===== config.mk =====
export PLATFORM = sky130hd
export DESIGN_NAME = spi_txq_top
export DESIGN_NICKNAME = d
export VERILOG_FILES = /design/src/rtl/spi_txq_pkg.sv /design/src/rtl/txq_fifo.sv /design/src/rtl/txq_cfg_ctl.sv /design/src/rtl/spi_txq_top.sv
export SDC_FILE = /design/constraint.sdc
export NUM_CORES = 1
export LEC_CHECK = 0
export ABC_AREA = 1
export BUFFER_PORTS_ARGS = -buffer_cell sky130_fd_sc_hd__buf_2
export CAP_MARGIN = 30
export CORE_ASPECT_RATIO = 0.6
export CORE_MARGIN = 5
export CORE_UTILIZATION = 40
export DETAILED_ROUTE_END_ITERATION = 8
export SYNTH_ARGS = -nofsm -noshare
export SYNTH_HDL_FRONTEND = slang
export SYNTH_HIERARCHICAL = 1
export SYNTH_SLANG_ARGS = --single-unit

===== constraint.sdc =====
create_clock -name clk -period 3.25 [get_ports clk]
set_clock_uncertainty 0.1 [all_clocks]
set_input_delay 0.65 -clock clk [delete_from_list [all_inputs] [get_ports clk]]
set_output_delay 0.65 -clock clk [all_outputs]
set_load 0.01 [all_outputs]

===== src/rtl/spi_txq_pkg.sv =====
package spi_txq_pkg;
  localparam int unsigned WORD_W     = 32;
  localparam int unsigned NODATA_BIT = 18;
  localparam int unsigned CONT_BIT   = 20;
  localparam logic [WORD_W-1:0] CFG_RESET = 32'h0000_001F;

  typedef struct packed {
    logic              is_cfg;
    logic [WORD_W-1:0] payload;
  } txq_entry_t;

  // Drop the no-data start bit from a configuration word.
  function automatic logic [WORD_W-1:0] strip_nodata(input logic [WORD_W-1:0] w);
    logic [WORD_W-1:0] r;
    r = w;
    r[NODATA_BIT] = 1'b0;
    return r;
  endfunction

  // A new word leaves the running stream alive only on a boundary with continue set.
  function automatic logic keeps_stream(input logic [WORD_W-1:0] w, input logic at_boundary);
    return w[CONT_BIT] && at_boundary;
  endfunction
endpackage


===== src/rtl/txq_fifo.sv =====
module txq_fifo
  import spi_txq_pkg::*;
#(
  parameter int unsigned DEPTH = 8
) (
  input  logic       clk,
  input  logic       rst_n,
  input  logic       push,
  input  txq_entry_t push_entry,
  input  logic       pop,
  output txq_entry_t head,
  output logic       full,
  output logic       empty
);
  localparam int unsigned AW = (DEPTH > 1) ? $clog2(DEPTH) : 1;
  localparam int unsigned CW = $clog2(DEPTH + 1);
  localparam logic [AW-1:0] LAST_PTR = AW'(DEPTH - 1);
  localparam logic [CW-1:0] FULL_CNT = CW'(DEPTH);

  function automatic logic [AW-1:0] bump(input logic [AW-1:0] p);
    return (p == LAST_PTR) ? '0 : p + 1'b1;
  endfunction

  txq_entry_t    mem [DEPTH];
  logic [AW-1:0] wr_ptr, rd_ptr;
  logic [CW-1:0] count;
  logic          do_push, do_pop;

  assign do_push = push && !full;
  assign do_pop  = pop && !empty;
  assign full    = (count == FULL_CNT);
  assign empty   = (count == '0);
  assign head    = mem[rd_ptr];

  always_ff @(posedge clk) begin
    if (do_push) mem[wr_ptr] <= push_entry;
  end

  always_ff @(posedge clk) begin
    if (!rst_n) begin
      wr_ptr <= '0;
      rd_ptr <= '0;
      count  <= '0;
    end else begin
      if (do_push) wr_ptr <= bump(wr_ptr);
      if (do_pop)  rd_ptr <= bump(rd_ptr);
      case ({do_push, do_pop})
        2'b10:   count <= count + 1'b1;
        2'b01:   count <= count - 1'b1;
        default: count <= count;
      endcase
    end
  end

  a_r9_full_holds: assert property (@(posedge clk) disable iff (!rst_n)
    (full && push && !pop) |=> full);
  a_r9_count_range: assert property (@(posedge clk) disable iff (!rst_n)
    count <= FULL_CNT);
  a_r1_pop_needs_entry: assert property (@(posedge clk) disable iff (!rst_n)
    pop |-> !empty);
endmodule


===== src/rtl/txq_cfg_ctl.sv =====
module txq_cfg_ctl
  import spi_txq_pkg::*;
(
  input  logic              clk,
  input  logic              rst_n,
  input  logic              head_valid,
  input  txq_entry_t        head,
  input  logic              frm_accept,
  input  logic              eng_active,
  input  logic              eng_boundary,
  input  logic              cs_negated,
  output logic [WORD_W-1:0] active,
  output logic              cfg_pop,
  output logic              data_pop,
  output logic              frm_req,
  output logic              frm_nodata,
  output logic              frm_abort
);
  logic              head_cfg, head_dat;
  logic              nodata_pend, nodata_done;
  logic [WORD_W-1:0] active_d;

  assign head_cfg    = head_valid && head.is_cfg;
  assign head_dat    = head_valid && !head.is_cfg;
  assign cfg_pop     = head_cfg && !nodata_pend;
  assign frm_req     = nodata_pend || head_dat;
  assign frm_nodata  = nodata_pend;
  assign data_pop    = head_dat && !nodata_pend && frm_accept;
  assign nodata_done = nodata_pend && frm_accept;
  assign frm_abort   = cfg_pop && eng_active && !keeps_stream(head.payload, eng_boundary);

  always_comb begin
    active_d = cfg_pop ? head.payload : active;
    if (cs_negated) active_d = strip_nodata(active_d);
  end

  always_ff @(posedge clk) begin
    if (!rst_n) begin
      active      <= CFG_RESET;
      nodata_pend <= 1'b0;
    end else begin
      active <= active_d;
      if (cfg_pop)          nodata_pend <= head.payload[NODATA_BIT];
      else if (nodata_done) nodata_pend <= 1'b0;
    end
  end

  a_r2_cfg_applied: assert property (@(posedge clk) disable iff (!rst_n)
    (cfg_pop && !cs_negated) |=> active == $past(head.payload));
  a_r3_cfg_stable: assert property (@(posedge clk) disable iff (!rst_n)
    (!cfg_pop && !cs_negated) |=> $stable(active));
  a_r7_cs_clears: assert property (@(posedge clk) disable iff (!rst_n)
    cs_negated |=> !active[NODATA_BIT]);
  a_r6_nodata_first: assert property (@(posedge clk) disable iff (!rst_n)
    frm_nodata |-> (!data_pop && !cfg_pop));
  a_r8_abort_with_apply: assert property (@(posedge clk) disable iff (!rst_n)
    frm_abort |-> (cfg_pop && eng_active));
  a_r11_data_on_accept: assert property (@(posedge clk) disable iff (!rst_n)
    data_pop |-> (frm_accept && frm_req));
endmodule


===== src/rtl/spi_txq_top.sv =====
module spi_txq_top
  import spi_txq_pkg::*;
#(
  parameter int unsigned DEPTH = 8
) (
  input  logic        clk,
  input  logic        rst_n,
  input  logic        wr_cfg,
  input  logic        wr_data,
  input  logic        wr_full_word,
  input  logic [31:0] wr_value,
  output logic        frm_req,
  input  logic        frm_accept,
  output logic        frm_nodata,
  output logic [31:0] frm_data,
  output logic [31:0] frm_cfg,
  output logic        frm_abort,
  input  logic        eng_active,
  input  logic        eng_boundary,
  input  logic        cs_negated,
  output logic [31:0] cfg_rd,
  output logic        fifo_full,
  output logic        fifo_empty,
  output logic        overflow
);
  logic              push_cfg, push_any, pop_any;
  logic              cfg_pop, data_pop;
  txq_entry_t        push_entry, head;
  logic [WORD_W-1:0] active;

  assign push_cfg   = wr_cfg && wr_full_word;
  assign push_any   = push_cfg || (wr_data && !wr_cfg);
  assign push_entry = '{is_cfg: push_cfg, payload: wr_value};
  assign pop_any    = cfg_pop || data_pop;

  txq_fifo #(.DEPTH(DEPTH)) u_fifo (
    .clk        (clk),
    .rst_n      (rst_n),
    .push       (push_any),
    .push_entry (push_entry),
    .pop        (pop_any),
    .head       (head),
    .full       (fifo_full),
    .empty      (fifo_empty)
  );

  txq_cfg_ctl u_ctl (
    .clk          (clk),
    .rst_n        (rst_n),
    .head_valid   (!fifo_empty),
    .head         (head),
    .frm_accept   (frm_accept),
    .eng_active   (eng_active),
    .eng_boundary (eng_boundary),
    .cs_negated   (cs_negated),
    .active       (active),
    .cfg_pop      (cfg_pop),
    .data_pop     (data_pop),
    .frm_req      (frm_req),
    .frm_nodata   (frm_nodata),
    .frm_abort    (frm_abort)
  );

  always_ff @(posedge clk) begin
    if (!rst_n)                     overflow <= 1'b0;
    else if (push_any && fifo_full) overflow <= 1'b1;
  end

  assign frm_data = head.payload;
  assign frm_cfg  = active;
  assign cfg_rd   = active;

  a_r9_ovf_sticky: assert property (@(posedge clk) disable iff (!rst_n)
    overflow |=> overflow);
  a_r9_flags_exclusive: assert property (@(posedge clk) disable iff (!rst_n)
    !(fifo_full && fifo_empty));
endmodule


-- Yosys cells after proc, flatten, opt, wreduce, memory -nomap -nowiden
Memory sizes are Yosys's and may differ from the RTL's. A register that Yosys moved wholly into a read port is not among the register bits.
Cells that the tools add are included.
- $add $sub $neg: 4
- eq/ne operators: 5
- muxes and demuxes: 10
- bitwise gates (word level): 1
- reductions and logical operators: 27
- operator list (kind ; number):
    $mux W32 ; 1
    $logic_and A1 B1 Y1 ; 14
    $mux W3 ; 4
    $pmux W4 S2 ; 1
    $add A3 B1 Y3 const B ; 2
    $eq A3 B3 Y1 const B ; 2
    $logic_not A1 Y1 ; 6
    $add A4 B1 Y4 const B ; 1
    $eq A4 B4 Y1 const B ; 1
    $logic_not A4 Y1 ; 1
    $mux W1 ; 4
    $reduce_bool A2 Y1 ; 2
    $sub A4 B1 Y4 const B ; 1
    $logic_or A1 B1 Y1 ; 3
    $eq A2 B1 Y1 const B ; 1
    $eq A2 B2 Y1 const B ; 1
    $reduce_or A2 Y1 ; 1
    $not A1 Y1 ; 1
- bits in registers: 44
- bits in writable memories: 264
- input bits: 41
- output and inout port bits: 102
- logic and storage cells: 55
- memories kept: 1
- memories (name ; words ; bits a word ; read ports ; clocked after memory_dff ; write ports ; RTL line ; source):
    u_fifo.mem ; 8 ; 33 ; 1 ; 1 ; 1 ; txq_fifo.sv:24 ; txq_entry_t mem [DEPTH];

-- Longest topological paths before layout
- depth after elaboration: 9
- depth in mapped cells: 23
- gate-level depth less buffers: 21

-- Modules after synthesis
The synthesis kept the hierarchy.
- by module, submodules not included (module ; instances ; cells each ; area an instance (µm²) ; seq. area each (µm²)):
    txq_fifo ; 1 ; 835 ; 10979.3 ; 8187.9
    txq_cfg_ctl ; 1 ; 204 ; 1352.5 ; 660.6
    spi_txq_top ; 1 ; 44 ; 314.1 ; 20.0

-- Worst setup path before layout
Ideal clock, no wire load.
- path kind: in2reg
- start point: input port wr_cfg
- end point: memory u_fifo/mem[1][0] (netlist name) (enable)
- setup time: 0.423 ns
- data arrival time: 2.481 ns
- data required time: 2.727 ns
- path slack: 0.246 ns
- cell stages on the path: 7
- buffers on the path: 0
- cells stage by stage: inv_1 > nand2_1 > nand2_2 > nand2_2 > nor2_1 > inv_1 > nor2_1
- cells in the longest elaborated chain, start to end: 6
- elaborated cells between the ends (all ways): 7
- those cells by class: mux (2); reduce/logical (5)
- RTL lines (what ; RTL line ; source):
    from (decl) ; spi_txq_top.sv:8 ; input logic wr_cfg,
    $logic_not A1 Y1 ; spi_txq_top.sv:32 ; assign push_any = push_cfg || (wr_data && !wr_cfg);
    $logic_and A1 B1 Y1 ; spi_txq_top.sv:32 ;
    $logic_or A1 B1 Y1 (*) ; spi_txq_top.sv:32 ;
    via push_any ; spi_txq_top.sv:26 ; logic push_cfg, push_any, pop_any;
    $logic_and A1 B1 Y1 (*) ; txq_fifo.sv:29 ; assign do_push = push && !full;
    $mux W1 (*) ; txq_fifo.sv:36 ; if (do_push) mem[wr_ptr] <= push_entry;
    $mux W1 (not written as such) (*) ; txq_fifo.sv:36 ;
    to (decl) ; txq_fifo.sv:24 ;
Mark *: on every way through the listed nets, which the timed path passes. The rest lies on a longest branch.

==> metrics.cfg <==
[run_status]
status=complete, no violations

[worst_setup_path]
cp-start-kind=flip-flop
arrival_ps=2350
ff2ff_path_depth=18
crit_chain=buf_16 > o21ai_0 > o22ai_1 > nand2_1 > nand2_1 > buf_2
cp_slowest_cell=dfxtp_4
reg2reg_slack_ps=510
crit_top_cell=nand2_1
crit_fanout=120
endpoint=frm_data[15]
critical_path.endpoint_type=output port
cp_slowest_stage_delay_ps=430
timing.rr.end=u_fifo/count[2]
crit_type=reg2out
required_ps=2500

[clock_network]
cts-root-buf=clkbuf_16
clockBufferDepth=3
cts_made_buffers=29
clkTransAtPathRegs_ps=60
worstSkewPairLatency_ps=570
h-tree-depth=1
cts_tree=built
hold_buffers=0
cts_sinks=311

[cells_and_area]
syn_to_final_growth_pct=15.9
layout.nets=1239
layout-drive-gt1-share_pct=19.4
final_cells=1632
final_cell_area_um2=14700
fillCellCount=2819

[floorplanning]
die_w_um=240
core_area_um2=31200
rows=50
io_pins=143
die_y_um=148
start_util_pct=40.6
die-area_um2=35400

[worst_hold_path]
min_from=cs_negated
hold_class=in2reg

[yosys]
synth.largest_area_cell=edfxtp_1
yosys_most_used_dff=edfxtp_1
synth_area_um2=12600
yosysWarningCount=6
avgSynthCellArea_um2=11.7
yosysMostFrequentCell=edfxtp_1
ys_top_cells_by_area=edfxtp_1, dfxtp_1, nor2_1
seq_area_frac_synth_pct=70.1
synth_top_area_share_pct=62.7
synthCells=1083
synth_common_cells=edfxtp_1, nor2_1, nand2_1, o21ai_1, o21ai_0
syn-num-nets=1131
async_flop_share_pct=0
ys_ff_latch=311
synth_edf_count=264
ys_types=34

[global_route]
grt_max_degree=121
grt_use_total_pct=16.0
grt_pass1_vias=7488
grt_first_pass_wirelength_um=44600
gr-total-overflow=0
antenna_found_initial=2

[timing]
fmax_mhz=322
setup_violations=0
relSlewSlack_pct=59.0
tightest_slew_ps=614
setup_tns_ps=0
finalCritPeriodShare_pct=95.5
fin_crit_ps=3100
finalWorstSetupSlack_ps=146
drv_slew=0
hold_viol=0

[routing]
dr.first_iter.drc_count=537
ant_nets=0
routedWlPerCell_um=17.8
viasPerCell=4.86
post-route-drc-count=0
wl_um=29100
vias=7925
dr.pass1.iters=5

[placed_design]
dpl_cell_area_um2=13700
dp_cells=1574
numPortBuffers=142
gp_congestion=0.764
dpl.hpwl_um=16800
dpl_worst_slack_ps=390

[power]
power_mw=11.8
p_per_area_nw_per_um2=808
leakage_nw=5.61
vdd_ir_drop_max_mv=0.414

[run]
cap_viol_max_count=0

==> how the worst min path moves through the flow <==
| stage | endpoint | cells past startpoint |
|---|---|---|
| finish | u_ctl/active[18] | 3 |
| global route | u_fifo/mem[4][9] | 1 |
| CTS | u_ctl/active[18] | 3 |
| detailed placement | overflow | 2 |
| global placement | overflow | 2 |
| floorplan | flip-flop | 2 |
==> power breakdown <==
part	internal [mW]	leakage [nW]	switching, mW	total [mW]
registers	4.68	2.78	0.174	4.85
clock network	1.98	0.483	1.45	3.43
logic	1.21	2.34	2.35	3.55
total	7.87	5.61	3.97	11.8
==> routing by layer <==
layer  part of all wire, %  track usage (%)  wire length (µm)  vias up
met4                  0.97             2.11               283        2
met2                    43             23.7             12400      192
met3                   5.7             3.08              1670       22
li1                      -                -                 -     3930
met1                    50             25.1             14700     3779
met5                 0.045                0                13        -
==> cells by family (layout without fill, tap and decap cells) <==
kind of cell | Yosys count | in the layout | synth area share [%]
AOI/OAI and AO/OA | 184 | 184 | 7.70
DFF | 311 | 311 | 70.1
xor gates and xnor gates | 3 | 3 | 0.208
other | 0 | 2 | 0
buffers and inverters | 140 | 271 | 6.27
adders and majority gates | 7 | 7 | 0.693
muxes | 33 | 33 | 2.61
and+or+nand+nor | 405 | 405 | 12.4
==> cells in the final DEF (no fill, tap or decap), drive strengths merged, types with 3 or more instances in the layout <==
cell type  instances
a21oi              9
edfxtp           264
buf              164
bufinv             3
nand3             12
dfxtp             47
clkinv            10
clkbuf            40
ha                 7
inv               54
o21ai            140
nand2            183
mux2i             33
o22ai             33
nor2             204
==> registers in the layout, indices dropped and copies added, names as in the netlist, named ones only <==
register,flops
u_fifo/mem,264
u_fifo/wr_ptr,3
u_fifo/count,4
u_ctl/frm_nodata,1
overflow,1
u_fifo/rd_ptr,3
u_ctl/active,32
==> critical path: cells and delay by family, from the launching register on <==
family / cells / cell delay [ps]
flip-flops: 1 / 430
AND/OR/NAND/NOR: 2 / 310
AO/OA/AOI/OAI: 2 / 360
buffers and inverters: 2 / 600
==> what timing repair did <==
action / in CTS / in global routing
resized for setup: 0 / 4
buffers inserted: 0 / 2
endpoints found under the setup margin: 0 / 13
==> area by class of cell <==
| type | instances | area, µm² | area share, % |
|---|---|---|---|
| multi-input combinational | 632 | 3050 | 20.8 |
| inverter | 53 | 201 | 1.37 |
| tap | 416 | 520 | 3.55 |
| antenna | 2 | 5.00 | 0.0342 |
| clock inverter | 14 | 159 | 1.08 |
| sequential | 311 | 8880 | 60.6 |
| clock buffer | 40 | 807 | 5.51 |
| timing repair buffer | 164 | 1030 | 7.05 |
==> stage by stage <==
stage / hold slack [ps] / util (%)
2_1_floorplan: 361 / -
6_report: 244 / 47.0
3_3_place_gp: 351 / 43.8
5_1_grt: 230 / 47.0
4_1_cts: 211 / 46.9
3_5_place_dp: 357 / 43.8
Note: power is estimated with default switching activity, not from simulation.
